### src/rtl/sgw_pkg.sv
package sgw_pkg;
    typedef enum logic [2:0] {
        ST_IDLE,
        ST_FETCH,
        ST_WAIT,
        ST_DECODE,
        ST_MOVE
    } walk_state_e;

    localparam int ATTR_BITS = 16;
    localparam int VALID_BIT = 0;
    localparam int END_BIT   = 1;
    localparam int ACT_LO    = 4;
    localparam logic [1:0] ACT_MOVE = 2'b10;
endpackage

### src/rtl/sgw_decode.sv
module sgw_decode
    import sgw_pkg::*;
#(
    parameter int ADDR_W = 32,
    parameter int LEN_W  = 16
) (
    input  logic [ATTR_BITS+LEN_W+ADDR_W-1:0] raw,
    output logic                              valid,
    output logic                              last,
    output logic                              xfer,
    output logic [ADDR_W-1:0]                 addr,
    output logic [LEN_W:0]                    len
);
    localparam int ADDR_LO = ATTR_BITS + LEN_W;

    logic [LEN_W-1:0] len_field;
    logic [1:0]       action;
    logic             unused_attr;

    assign len_field   = raw[ATTR_BITS +: LEN_W];
    assign action      = raw[ACT_LO +: 2];
    assign valid       = raw[VALID_BIT];
    assign last        = raw[END_BIT];
    assign xfer        = (action == ACT_MOVE);
    assign addr        = raw[ADDR_LO +: ADDR_W];
    assign unused_attr = ^{raw[ATTR_BITS-1:ACT_LO+2], raw[ACT_LO-1:END_BIT+1]};

    // a zero count field encodes the full 2**LEN_W bytes
    always_comb begin
        if (len_field == '0) begin
            len = {1'b1, {LEN_W{1'b0}}};
        end else begin
            len = {1'b0, len_field};
        end
    end
endmodule

### src/rtl/sgw_ptr.sv
module sgw_ptr #(
    parameter int ADDR_W = 32,
    parameter int STRIDE = 8
) (
    input  logic              clk,
    input  logic              rst_n,
    input  logic              load,
    input  logic              step,
    input  logic              mark_err,
    input  logic [ADDR_W-1:0] base,
    output logic [ADDR_W-1:0] cur,
    output logic [ADDR_W-1:0] err_addr
);
    localparam logic [ADDR_W-1:0] STEP_V = ADDR_W'(STRIDE);

    always_ff @(posedge clk or negedge rst_n) begin
        if (!rst_n) begin
            cur <= '0;
        end else if (load) begin
            cur <= base;
        end else if (step) begin
            cur <= cur + STEP_V;
        end
    end

    always_ff @(posedge clk or negedge rst_n) begin
        if (!rst_n) begin
            err_addr <= '0;
        end else if (mark_err) begin
            err_addr <= cur;
        end
    end
endmodule

### src/rtl/sgw_fsm.sv
module sgw_fsm
    import sgw_pkg::*;
(
    input  logic clk,
    input  logic rst_n,
    input  logic start,
    input  logic rd_valid,
    input  logic mv_done,
    input  logic d_valid,
    input  logic d_last,
    input  logic d_xfer,
    output logic load_base,
    output logic step_ptr,
    output logic capture,
    output logic mark_err,
    output logic rd_req,
    output logic mv_req,
    output logic busy,
    output logic done,
    output logic err
);
    walk_state_e state_q, state_d;
    logic        finish;

    always_comb begin
        state_d   = state_q;
        load_base = 1'b0;
        step_ptr  = 1'b0;
        capture   = 1'b0;
        mark_err  = 1'b0;
        finish    = 1'b0;
        unique case (state_q)
            ST_IDLE: begin
                if (start) begin
                    load_base = 1'b1;
                    state_d   = ST_FETCH;
                end
            end
            ST_FETCH: state_d = ST_WAIT;
            ST_WAIT: begin
                if (rd_valid) begin
                    capture = 1'b1;
                    state_d = ST_DECODE;
                end
            end
            ST_DECODE: begin
                if (!d_valid) begin
                    mark_err = 1'b1;
                    state_d  = ST_IDLE;
                end else if (d_xfer) begin
                    state_d = ST_MOVE;
                end else if (d_last) begin
                    finish  = 1'b1;
                    state_d = ST_IDLE;
                end else begin
                    step_ptr = 1'b1;
                    state_d  = ST_FETCH;
                end
            end
            ST_MOVE: begin
                if (mv_done) begin
                    if (d_last) begin
                        finish  = 1'b1;
                        state_d = ST_IDLE;
                    end else begin
                        step_ptr = 1'b1;
                        state_d  = ST_FETCH;
                    end
                end
            end
            default: state_d = ST_IDLE;
        endcase
    end

    always_ff @(posedge clk or negedge rst_n) begin
        if (!rst_n) begin
            state_q <= ST_IDLE;
            done    <= 1'b0;
            err     <= 1'b0;
        end else begin
            state_q <= state_d;
            done    <= finish;
            if (load_base) begin
                err <= 1'b0;
            end else if (mark_err) begin
                err <= 1'b1;
            end
        end
    end

    always_comb begin
        rd_req = (state_q == ST_FETCH);
        mv_req = (state_q == ST_MOVE);
        busy   = (state_q != ST_IDLE);
    end

    assert_no_read_while_moving_R5: assert property (@(posedge clk) disable iff (!rst_n)
        (mv_req && !mv_done) |=> !rd_req);

    assert_err_stops_walk_R7: assert property (@(posedge clk) disable iff (!rst_n)
        mark_err |=> (err && !busy && !done));

    assert_err_only_idle_R7: assert property (@(posedge clk) disable iff (!rst_n)
        err |-> !busy);

    assert_done_single_R6: assert property (@(posedge clk) disable iff (!rst_n)
        done |=> !done);
endmodule

### src/rtl/sg_desc_walker.sv
module sg_desc_walker
    import sgw_pkg::*;
#(
    parameter int ADDR_W = 32,
    parameter int LEN_W  = 16,
    parameter int STRIDE = 8
) (
    input  logic                              clk,
    input  logic                              rst_n,
    input  logic                              start,
    input  logic [ADDR_W-1:0]                 table_base,
    output logic                              rd_req,
    output logic [ADDR_W-1:0]                 rd_addr,
    input  logic                              rd_valid,
    input  logic [ATTR_BITS+LEN_W+ADDR_W-1:0] rd_data,
    output logic                              mv_req,
    output logic [ADDR_W-1:0]                 mv_addr,
    output logic [LEN_W:0]                    mv_len,
    input  logic                              mv_done,
    output logic                              busy,
    output logic                              done,
    output logic                              adma_err,
    output logic [ADDR_W-1:0]                 err_addr
);
    localparam int DESC_W = ATTR_BITS + LEN_W + ADDR_W;

    logic [DESC_W-1:0] desc_q;
    logic              load_base, step_ptr, capture, mark_err;
    logic              d_valid, d_last, d_xfer;

    always_ff @(posedge clk or negedge rst_n) begin
        if (!rst_n) begin
            desc_q <= '0;
        end else if (capture) begin
            desc_q <= rd_data;
        end
    end

    sgw_decode #(.ADDR_W(ADDR_W), .LEN_W(LEN_W)) u_decode (
        .raw   (desc_q),
        .valid (d_valid),
        .last  (d_last),
        .xfer  (d_xfer),
        .addr  (mv_addr),
        .len   (mv_len)
    );

    sgw_ptr #(.ADDR_W(ADDR_W), .STRIDE(STRIDE)) u_ptr (
        .clk      (clk),
        .rst_n    (rst_n),
        .load     (load_base),
        .step     (step_ptr),
        .mark_err (mark_err),
        .base     (table_base),
        .cur      (rd_addr),
        .err_addr (err_addr)
    );

    sgw_fsm u_fsm (
        .clk       (clk),
        .rst_n     (rst_n),
        .start     (start),
        .rd_valid  (rd_valid),
        .mv_done   (mv_done),
        .d_valid   (d_valid),
        .d_last    (d_last),
        .d_xfer    (d_xfer),
        .load_base (load_base),
        .step_ptr  (step_ptr),
        .capture   (capture),
        .mark_err  (mark_err),
        .rd_req    (rd_req),
        .mv_req    (mv_req),
        .busy      (busy),
        .done      (done),
        .err       (adma_err)
    );

    assert_move_held_R11: assert property (@(posedge clk) disable iff (!rst_n)
        (mv_req && !mv_done) |=> (mv_req && $stable(mv_addr) && $stable(mv_len)));

    assert_len_range_R4: assert property (@(posedge clk) disable iff (!rst_n)
        mv_req |-> ((mv_len != '0) && (mv_len <= {1'b1, {LEN_W{1'b0}}})));

    assert_done_ends_walk_R6: assert property (@(posedge clk) disable iff (!rst_n)
        done |-> (!busy && !mv_req && !rd_req));
endmodule

### config.mk
export PLATFORM = sky130hd
export DESIGN_NAME = sg_desc_walker
export DESIGN_NICKNAME = d
export VERILOG_FILES = /design/src/rtl/sgw_pkg.sv /design/src/rtl/sgw_decode.sv /design/src/rtl/sgw_ptr.sv /design/src/rtl/sgw_fsm.sv /design/src/rtl/sg_desc_walker.sv
export SDC_FILE = /design/constraint.sdc
export NUM_CORES = 1
export LEC_CHECK = 0
export CAP_MARGIN = 20
export CORE_MARGIN = 5
export CORE_UTILIZATION = 47
export CTS_CLUSTER_DIAMETER = 60
export CTS_CLUSTER_SIZE = 8
export DETAILED_ROUTE_END_ITERATION = 8
export GPL_TIMING_DRIVEN = 0
export PLACE_DENSITY = 0.85
export SETUP_SLACK_MARGIN = 0.5
export SLEW_MARGIN = 20
export SYNTH_ARGS = -nofsm -noshare
export SYNTH_HDL_FRONTEND = slang
export SYNTH_SLANG_ARGS = --single-unit
### constraint.sdc
create_clock -name clk -period 5.41 [get_ports clk]
set_input_delay 0.541 -clock clk [delete_from_list [all_inputs] [get_ports clk]]
set_output_delay 0.541 -clock clk [all_outputs]
set_load 0.02 [all_outputs]
### After elaboration in Yosys (flattened, before gate mapping)

Index checks and enable logic that the tools add are counted.

| storage, ports and cells | value |
|---|---|
| register bits after elaboration | 133 |
| bits in writable memories | 0 |
| bits in read-only memories | 0 |
| input port bits | 101 |
| bits in latches | 0 |
| logic and storage cells | 49 |
| memories | 0 |
| output and inout port bits | 118 |

| cells by class | value |
|---|---|
| shift-type cells | 0 |
| div/mod/pow operators | 0 |
| magnitude comparators | 0 |
| multiplexer cells | 28 |
| reductions and logical operators | 6 |
| add/sub/neg operators | 1 |
| multiply operators | 0 |
| eq/ne operators | 8 |
| bitwise operators | 0 |

Operators by type and width:

| operator | number |
|---|---|
| two-way mux 32 bit | 2 |
| adder 32 x 4 -> 32 bit, second input constant | 1 |
| two-way mux 1 bit | 17 |
| two-way mux 17 bit | 1 |
| zero test 16 bit | 1 |
| two-way mux 3 bit | 5 |
| one-hot mux 3 bit (5 select lines) | 1 |
| == test 3 x 2 -> 1 bit, second input constant | 2 |
| inequality test 2 bit, second input constant | 2 |
| one-hot mux 1 bit (2 select lines) | 2 |
| nonzero test 2 bit | 2 |
| == test 3 x 1 -> 1 bit, second input constant | 1 |
| == test 3 bit, second input constant | 1 |
| zero test 3 bit | 1 |
| AND reduction 3 bit | 1 |
| nonzero test 3 bit | 1 |
| == test 2 bit, second input constant | 1 |
| inequality test 2 x 1 -> 1 bit, second input constant | 1 |

### Longest topological paths before layout

Gate-level depths: netlist of the first run.

| logic depth | value |
|---|---|
| depth in word-level cells | 6 |
| depth in mapped cells | 7 |
| gate-level depth less buffers | 6 |

### Cells and area by module

A second synthesis of the first run with hierarchy kept.

| second synthesis, totals | value |
|---|---|
| cells, all modules | 484 |
| area, all modules | 6,301.0 µm² |

By module, submodules not included:

| module | times used | cells an instance | area each (µm²) | sequential area each (µm²) |
|---|---|---|---|---|
| sgw_ptr | 1 | 258 | 2,949.1 | 1,601.5 |
| sg_desc_walker | 1 | 135 | 2,678.8 | 1,601.5 |
| sgw_decode | 1 | 56 | 355.3 | 0.0 |
| sgw_fsm | 1 | 35 | 317.8 | 125.1 |

### Least setup slack after synthesis of the first run

No wires, ideal clock.

| timing | value |
|---|---|
| path type | flip-flop to flip-flop |
| from | reg u_ptr.cur[3] |
| to | reg u_ptr.cur[31] |
| setup slack | 3.159 ns |
| data required time | 5.341 ns |
| clock period less this slack | 2.251 ns |
| stages on the path, launching flop included | 8 |
| arrival | 2.181 ns |
| path buffers | 1 |
| setup time | 0.069 ns |
| path through | dfrtp_1 -> ha_1 -> nand3_1 -> or4_1 -> buf_2 -> or2_1 -> or4_1 -> nand3_1 |

| between the ends | value |
|---|---|
| word-level cells in the longest chain between the ends | 3 |

Ends and longest elaborated chain:

| what | RTL line | text |
|---|---|---|
| start, declared | sgw_ptr.sv:11 | `output logic [ADDR_W-1:0] cur,` |
| start signal, assigned | sgw_ptr.sv:20 | `cur <= base;` |
| start signal, assigned | sgw_ptr.sv:22 | `cur <= cur + STEP_V;` |
| adder 32 x 4 -> 32 bit | sgw_ptr.sv:22 |  |
| two-way mux 32 bit | sgw_ptr.sv:21 | `end else if (step) begin` |
| two-way mux 32 bit | sgw_ptr.sv:19 | `end else if (load) begin` |

Every way passes these cells. The select of a mux whose other input is x is not followed.
A chain may end at the register's enable or synchronous reset.

### Worst setup path in the final report of the first run

| timing | value |
|---|---|
| from | reg u_fsm.state_q[1] |
| to | reg u_ptr.cur[23] |

| between the ends | value |
|---|---|
| word-level cells in the longest chain between the ends | 3 |
| elaborated cells between the ends (all ways) | 7 |
| classes of those cells | 2 x eq/ne; 3 x mux; 2 x reduce/logical |

Ends and longest elaborated chain:

| what | RTL line | text |
|---|---|---|
| start, declared | sgw_fsm.sv:22 | `walk_state_e state_q, state_d;` |
| start signal, assigned | sgw_fsm.sv:81 | `state_q <= state_d;` |
| == test 3 bit, or another cell as far along | sgw_fsm.sv:32 | `unique case (state_q)` |
| one-hot mux 1 bit (2 select lines) / two-way mux 1 bit (equally long branches) | sgw_fsm.sv:32 |  |
| nonzero test 2 bit (no line) / two-way mux 32 bit (equally long branches) | - |  |

Several ways; a longest one is shown, not always the timed one.

==> results.toml, run 1 <==
[run_status]
status = "complete, no violations"

[clock_network]
cts_buffers = 17
cts_tree = "done"
post_cts_buffers = 0
cts_buffer_depth = 2
path_clk_slew_ps = 50
postCtsHoldBufs = 0
cts-resized-gates = 0
h-tree-depth = 4
cts.sinks = 121
clock_latency_ps = 410
root_buffer = "clkbuf_16"

[cells_and_area]
finalNonFillerCells = 851
drive_gt1_frac = 0.212
num-fill-cells = 834
area_growth_pct = 51.8
fin_util = 0.729
stdcell_area_mm2 = 0.00832
diodes = 0
final_nets = 797

[detailed_routing]
m1WireLength_um = 5880
wl_met2_um = 7720
route.antenna.remaining_nets = 0
routed.top_layer = "met4"
vias = 4461
first_iter_violations = 290
drc = 0
drt_pass1_iterations = 5
vias_per_cell = 5.24
finalWirelength_um = 15300
wl_met3_um = 1190
wl_per_cell_um = 18.0

[placed_design]
gp_congestion = 0.799
place_inst = 819
dp_hpwl_um = 11400
dpl-instance-area_mm2 = 0.00775
place_ws_ps = 2540
portBuffers = 206

[synthesis]
avgSynthCellArea_um2 = 11.7
yosys-top-cells-area = "dfrtp_1, mux2_2, buf_4, xnor2_1, nand2_1"
syn_area_mm2 = 0.00548
ys.warnings.count = 0
yosysTopAreaCell = "dfrtp_1"
synth-seq-area-share = 0.552
synth_top_area_frac = 0.552
synth.distinct_cells = 38
synthCells = 469
syn-num-nets = 571
ys_ff_latch = 121

[floorplan]
dieArea_mm2 = 0.0139
fp.coreArea_mm2 = 0.0114
initial_utilization = 0.480
die_w_um = 118
ioPinCount = 219
die_h_um = 118
fp-row-count = 39

[critical_path]
slowest_stage = "a32oi_1"
crit_family = "compound AO/OA/AOI/OAI gates"
path_cells = "clkbuf_1, and4b_1, a32oi_1, clkbuf_1, nor4_1, xnor2_1, a21oi_1"
arrival_ps = 2950
rrSetupSlack_ps = 2730
crit_type = "reg2reg"
start_kind = "register"
critPathMostFrequentCell = "clkbuf_1"
cp-end-kind = "register"
critPathBufInv = 2
rr_worst_depth = 7
reg2reg_to = "u_ptr.cur[23]$_DFFE_PN0P_"
crit_path_max_incr_delay_ps = 730
cp.required_ps = 5680
rr_startpoint = "u_fsm.state_q[1]$_DFFE_PN0P_"
crit_fanout = 10

[timing]
skew_ps = 5.07
worst_slack_ps = 2730
setup_viol = 0
slew_viol_final = 0
max-slew-margin-rel = 0.340
fin_tns_setup_ps = 0
period_needed_ps = 2680
finalHoldViolCount = 0
max_freq_mhz = 374
fin_crit_sh = 0.495
rsz0062_at_grt = "no"
worst_pin_slew_ps = 990

[worst_hold_path]
hp-class = "in2async"

[pwr]
power_density_mw_per_mm2 = 653
ir_worst_vdd_mv = 0.391
cellLeakagePower_uw = 0.00338

[global_route]
grt_overflow = 0
grt_pass1_vias = 4817
grt_max_degree = 77
track_usage = 0.225
grt_pass1_wl_um = 25200
antenna_found_initial = 0

[job]
maxCapViolCount = 0
layout make-up:
type	count	area [um2]	area share
multi-input combinational	272	2050	0.247
timing repair buffer	207	2090	0.251
inverter	4	15.0	0.00180
sequential	121	3030	0.364
tap	143	179	0.0215
clock buffer	22	464	0.0558
clock inverter	10	100	0.0120
buffer	72	392	0.0471
report_power, final:
| part | internal (uW) | switching (uW) |
|---|---|---|
| combinational | 1420 | 1230 |
| sequential | 1350 | 364 |
| clock | 694 | 388 |
| total | 3460 | 1980 |
cell families (layout without fill, tap and decap cells):
| kind of cell | count (synthesis) | in the layout | share of synthesized area |
|---|---|---|---|
| AO/OA/AOI/OAI | 38 | 38 | 0.0390 |
| XOR/XNOR | 27 | 27 | 0.0431 |
| adder cells (fa/ha/maj) | 1 | 1 | 0.00228 |
| buffers and inverters | 76 | 315 | 0.0741 |
| flip-flops | 121 | 121 | 0.552 |
| multiplexers | 84 | 84 | 0.172 |
| AND/OR/NAND/NOR | 122 | 122 | 0.117 |
through the flow:
stage / hold slack (ps) / total power [uW]
floorplan: 245 / 3160
global placement: 482 / 4280
detailed placement: 494 / 4380
CTS: 51.6 / 5490
global route: 58.1 / 5750
finish: 50.0 / 5440
cells in the final DEF, fill, tap and decap left out, drive strengths merged, types with 2 or more instances in the layout:
| master | count |
|---|---|
| and4 | 4 |
| nand3b | 2 |
| nor4b | 3 |
| nor3 | 8 |
| buf | 35 |
| nor2 | 11 |
| dfrtp | 121 |
| inv | 4 |
| nand2 | 46 |
| nor2b | 2 |
| clkinv | 8 |
| or4 | 3 |
| mux2 | 83 |
| xnor2 | 27 |
| nand3 | 10 |
| nand4 | 4 |
| and2 | 4 |
| o21ai | 24 |
| a31oi | 2 |
| bufinv | 2 |
| clkdlybuf4s50 | 205 |
| nor4 | 19 |
| a21oi | 7 |
| clkbuf | 61 |
sequential cells by signal, summed over array words and instances (netlist names):
signal          cells
u_fsm.done          1
u_fsm.err           1
u_ptr.cur          32
u_ptr.err_addr     32
u_fsm.state_q       3
desc_q             52
worst max path at each step:
stage                                endpoint  slack (ps)  depth (start not counted)                    startpoint
3_5_place_dp           desc_q[37]$_DFFE_PN0P_        2540                          5                      rd_valid
6_report            u_ptr.cur[23]$_DFFE_PN0P_        2730                          7  u_fsm.state_q[1]$_DFFE_PN0P_
5_1_grt             u_ptr.cur[23]$_DFFE_PN0P_        2530                          7  u_fsm.state_q[1]$_DFFE_PN0P_
3_3_place_gp           desc_q[31]$_DFFE_PN0P_        -770                          1                         rst_n
4_1_cts        u_ptr.err_addr[11]$_DFFE_PN0P_        2650                          5  u_fsm.state_q[1]$_DFFE_PN0P_
2_1_floorplan       u_ptr.cur[31]$_DFFE_PN0P_        3160                          7      u_ptr.cur[3]$_DFFE_PN0P_
layer usage:
layer,vias up,GRT usage
met1,2184,0.266
met3,39,0.0793
met4,0,0.0953
met5,-,0
met2,199,0.372
li1,2039,-
worst reg2reg max path, cell delays in order (launching register included):
cell	delay (ps)
dfrtp_1	360
clkbuf_1	210
and4b_1	300
a32oi_1	730
clkbuf_1	460
nor4_1	180
xnor2_1	210
a21oi_1	90
cells in the mapped netlist:
library cell,number
xnor2_1,27
and2_0,1
a21oi_1,7
nand2b_1,1
nor2_1,11
mux2_2,83
nand4b_2,1
o21ai_1,22
ha_1,1
nor4_2,1
a21bo_1,1
nor3b_1,1
and4_1,4
buf_2,1
inv_1,4
nand3b_1,2
o311ai_1,1
a31oi_1,2
nand2_1,46
or2_1,1
nor4_1,18
o22a_1,1
nand4_1,4
a32oi_1,1
and4b_1,1
or3_1,1
buf_4,32
or4_1,3
dfrtp_1,121
mux2i_1,1
clkbuf_1,39
nor3_1,8
nor2b_1,2
a32o_1,1
and2_1,3
o21ai_0,2
nand3_1,10
nor4b_1,3
(Power assumes the default switching activity.)
==> run 2: changes to the inputs <==
- CORE_UTILIZATION: 47 -> 44
- PLACE_DENSITY: 0.85 -> 0.8
- clock period: 5.41 -> 2.5 ns (I/O delays scaled with it)
==> run 2 against run 1 <==
Worst hold slack better by 320 ps. Clock skew is 4.1 ps higher. Wire length is 2.4% higher. Clock power is 150% higher. Critical path type unchanged. Sequential share of layout area is 2.0 points lower. Global-route usage is 1.6 points lower. Setup slack worse by 2300 ps. Via count is 0.58% higher. First-iteration DRC count is 7.2% higher. Design area is 6.1% higher. Total power is 130% higher. Sequential power is 120% higher.
==> results.toml, run 2 (same netlist as run 1, synthesis figures left out) <==
[cells_and_area]
final_nets = 817
final_cell_mix = "clkdlybuf4s50_1, dfrtp_1, mux2_2"
area_growth_pct = 61.1
reg_top3 = "desc_q: 52 flops, u_ptr.cur: 32 flops, u_ptr.err_addr: 32 flops"
finalNonFillerCells = 896
diodes = 0
top_register = "desc_q"
num-fill-cells = 834
largest_register_ffs = 52
multi_input_area_mm2 = 0.00224
drive_gt1_frac = 0.297
layout_commonest_cell = "clkdlybuf4s50_1"
register_area_mm2 = 0.00304

[floorplan]
die_w_um = 122
initial_utilization = 0.453
fp.coreArea_mm2 = 0.0121
die_h_um = 122
fp-row-count = 40
ioPinCount = 219
dieArea_mm2 = 0.0148

[timing]
max_freq_mhz = 476
hold_slack_ps = 370
skew_ps = 9.20
period_needed_ps = 2100
rsz0062_at_grt = "yes"
worst_slack_ps = 401
setup_viol = 0
fin_tns_setup_ps = 0
max-slew-margin-rel = 0.545
fin_crit_sh = 0.840
slew_viol_final = 0
worst_pin_slew_ps = 683
finalHoldViolCount = 0

[global_route]
grt_pass1_wl_um = 24000
grt_max_degree = 63
grt_overflow = 0
antenna_found_initial = 0
grt_pass1_vias = 4691
track_usage = 0.209

[clock_network]
cts_buffers = 17
cts_buffer_depth = 2
path_clk_slew_ps = 60
h-tree-depth = 4
cts.sinks = 121
cts_tree = "done"
clock_latency_ps = 410
root_buffer = "clkbuf_16"

[critical_path]
slowest_stage = "or4_4"
crit_type = "reg2reg"
crit_fanout = 8
start_kind = "register"
crit_path_max_incr_delay_ps = 480
cp.required_ps = 2840
cp-end-kind = "register"
path_cells = "ha_4, nand3_4, or4_4, buf_6, or2_4, or4_1, nand3_1"
arrival_ps = 2440

[pwr]
power.total_uw = 12400
ir_worst_vdd_mv = 0.771
power_density_mw_per_mm2 = 1400
cellLeakagePower_uw = 0.00361

[detailed_routing]
vias = 4487
finalWirelength_um = 15600
route.antenna.remaining_nets = 0
drc = 0
drt_pass1_iterations = 4
wl_per_cell_um = 17.5
first_iter_violations = 311
vias_per_cell = 5.01

[placed_design]
dp_hpwl_um = 11100
place_ws_ps = -57.3
place_inst = 845
portBuffers = 206
gp_congestion = 0.824

[worst_hold_path]
hp-class = "in2reg"

[run_status]
status = "complete, no violations"

[job]
maxCapViolCount = 0
run 2: changes by cell type in the layout (fill, tap and decap cells not counted), moves of 6 or more:
cell / delta
nor4_2: +9
dfrtp_1: -10
buf_4: +18
nor4_1: -11
clkbuf_2: +6
clkbuf_1: -15
dfrtp_2: +10
clkbuf_4: +6
run 2: layer usage:
| layer | GRT usage | wire length, um | vias up |
|---|---|---|---|
| li1 | - | - | 2086 |
| met1 | 0.247 | 6210 | 2205 |
| met2 | 0.349 | 7860 | 168 |
| met3 | 0.0636 | 1130 | 28 |
| met4 | 0.0980 | 442 | 0 |
| met5 | 0 | 0 | - |
run 2: timing repair:
action | CTS | global route
cloned | 0 | 0
buffers inserted | 8 | 10
hold endpoints to repair | 59 | 0
setup endpoints to repair | 111 | 102
hold buffers | 1 | 0
pin swaps | 3 | 7
resized for setup | 24 | 46
run 2: final cells by class:
| class | count | area share |
|---|---|---|
| Buffer | 72 | 0.0508 |
| Clock buffer | 23 | 0.0530 |
| Inverter | 4 | 0.00170 |
| Sequential cell | 121 | 0.344 |
| Tap cell | 168 | 0.0238 |
| Timing Repair Buffer | 227 | 0.253 |
| Multi-Input combinational cell | 272 | 0.254 |
| Clock inverter | 9 | 0.0193 |
run 2: path summary, 6_finish.rpt:
check	from	end	slack, ps	depth (start not counted)
worst max-delay path	u_ptr.cur[3]$_DFFE_PN0P_	u_ptr.cur[31]$_DFFE_PN0P_	400	7
worst min-delay path	table_base[2]	u_ptr.cur[2]$_DFFE_PN0P_	370	3
worst max register to register	u_ptr.cur[3]$_DFFE_PN0P_	u_ptr.cur[31]$_DFFE_PN0P_	400	7
worst min register to register	u_fsm.err$_DFFE_PN0P_	u_fsm.err$_DFFE_PN0P_	500	2
max in group asynchronous	rst_n	u_ptr.cur[11]$_DFFE_PN0P_	1390	3
min in group asynchronous	rst_n	u_ptr.err_addr[6]$_DFFE_PN0P_	400	2
run 2: metrics by stage:
| step | instance area (um2) | utilization |
|---|---|---|
| after floorplan | 5560 | - |
| after global placement | 7830 | 0.647 |
| after detailed placement | 7870 | 0.650 |
| after CTS | 8630 | 0.712 |
| after global routing | 8830 | 0.729 |
| final | 8830 | 0.729 |
run 2: worst max-delay path, delay by kind of cell (launching register included):
kind / cells / cell delay (ps)
buffers and inverters: 1 / 150
DFF: 1 / 400
and+or+nand+nor: 5 / 1320
adders and majority gates: 1 / 160
run 2: power breakdown:
group / leakage [uW] / switching, uW / total, uW / internal (uW)
clock network: 0.000315 / 831 / 2650 / 1810
registers: 0.00145 / 786 / 3720 / 2930
logic: 0.00184 / 2790 / 6030 / 3250
total: 0.00361 / 4400 / 12400 / 8000
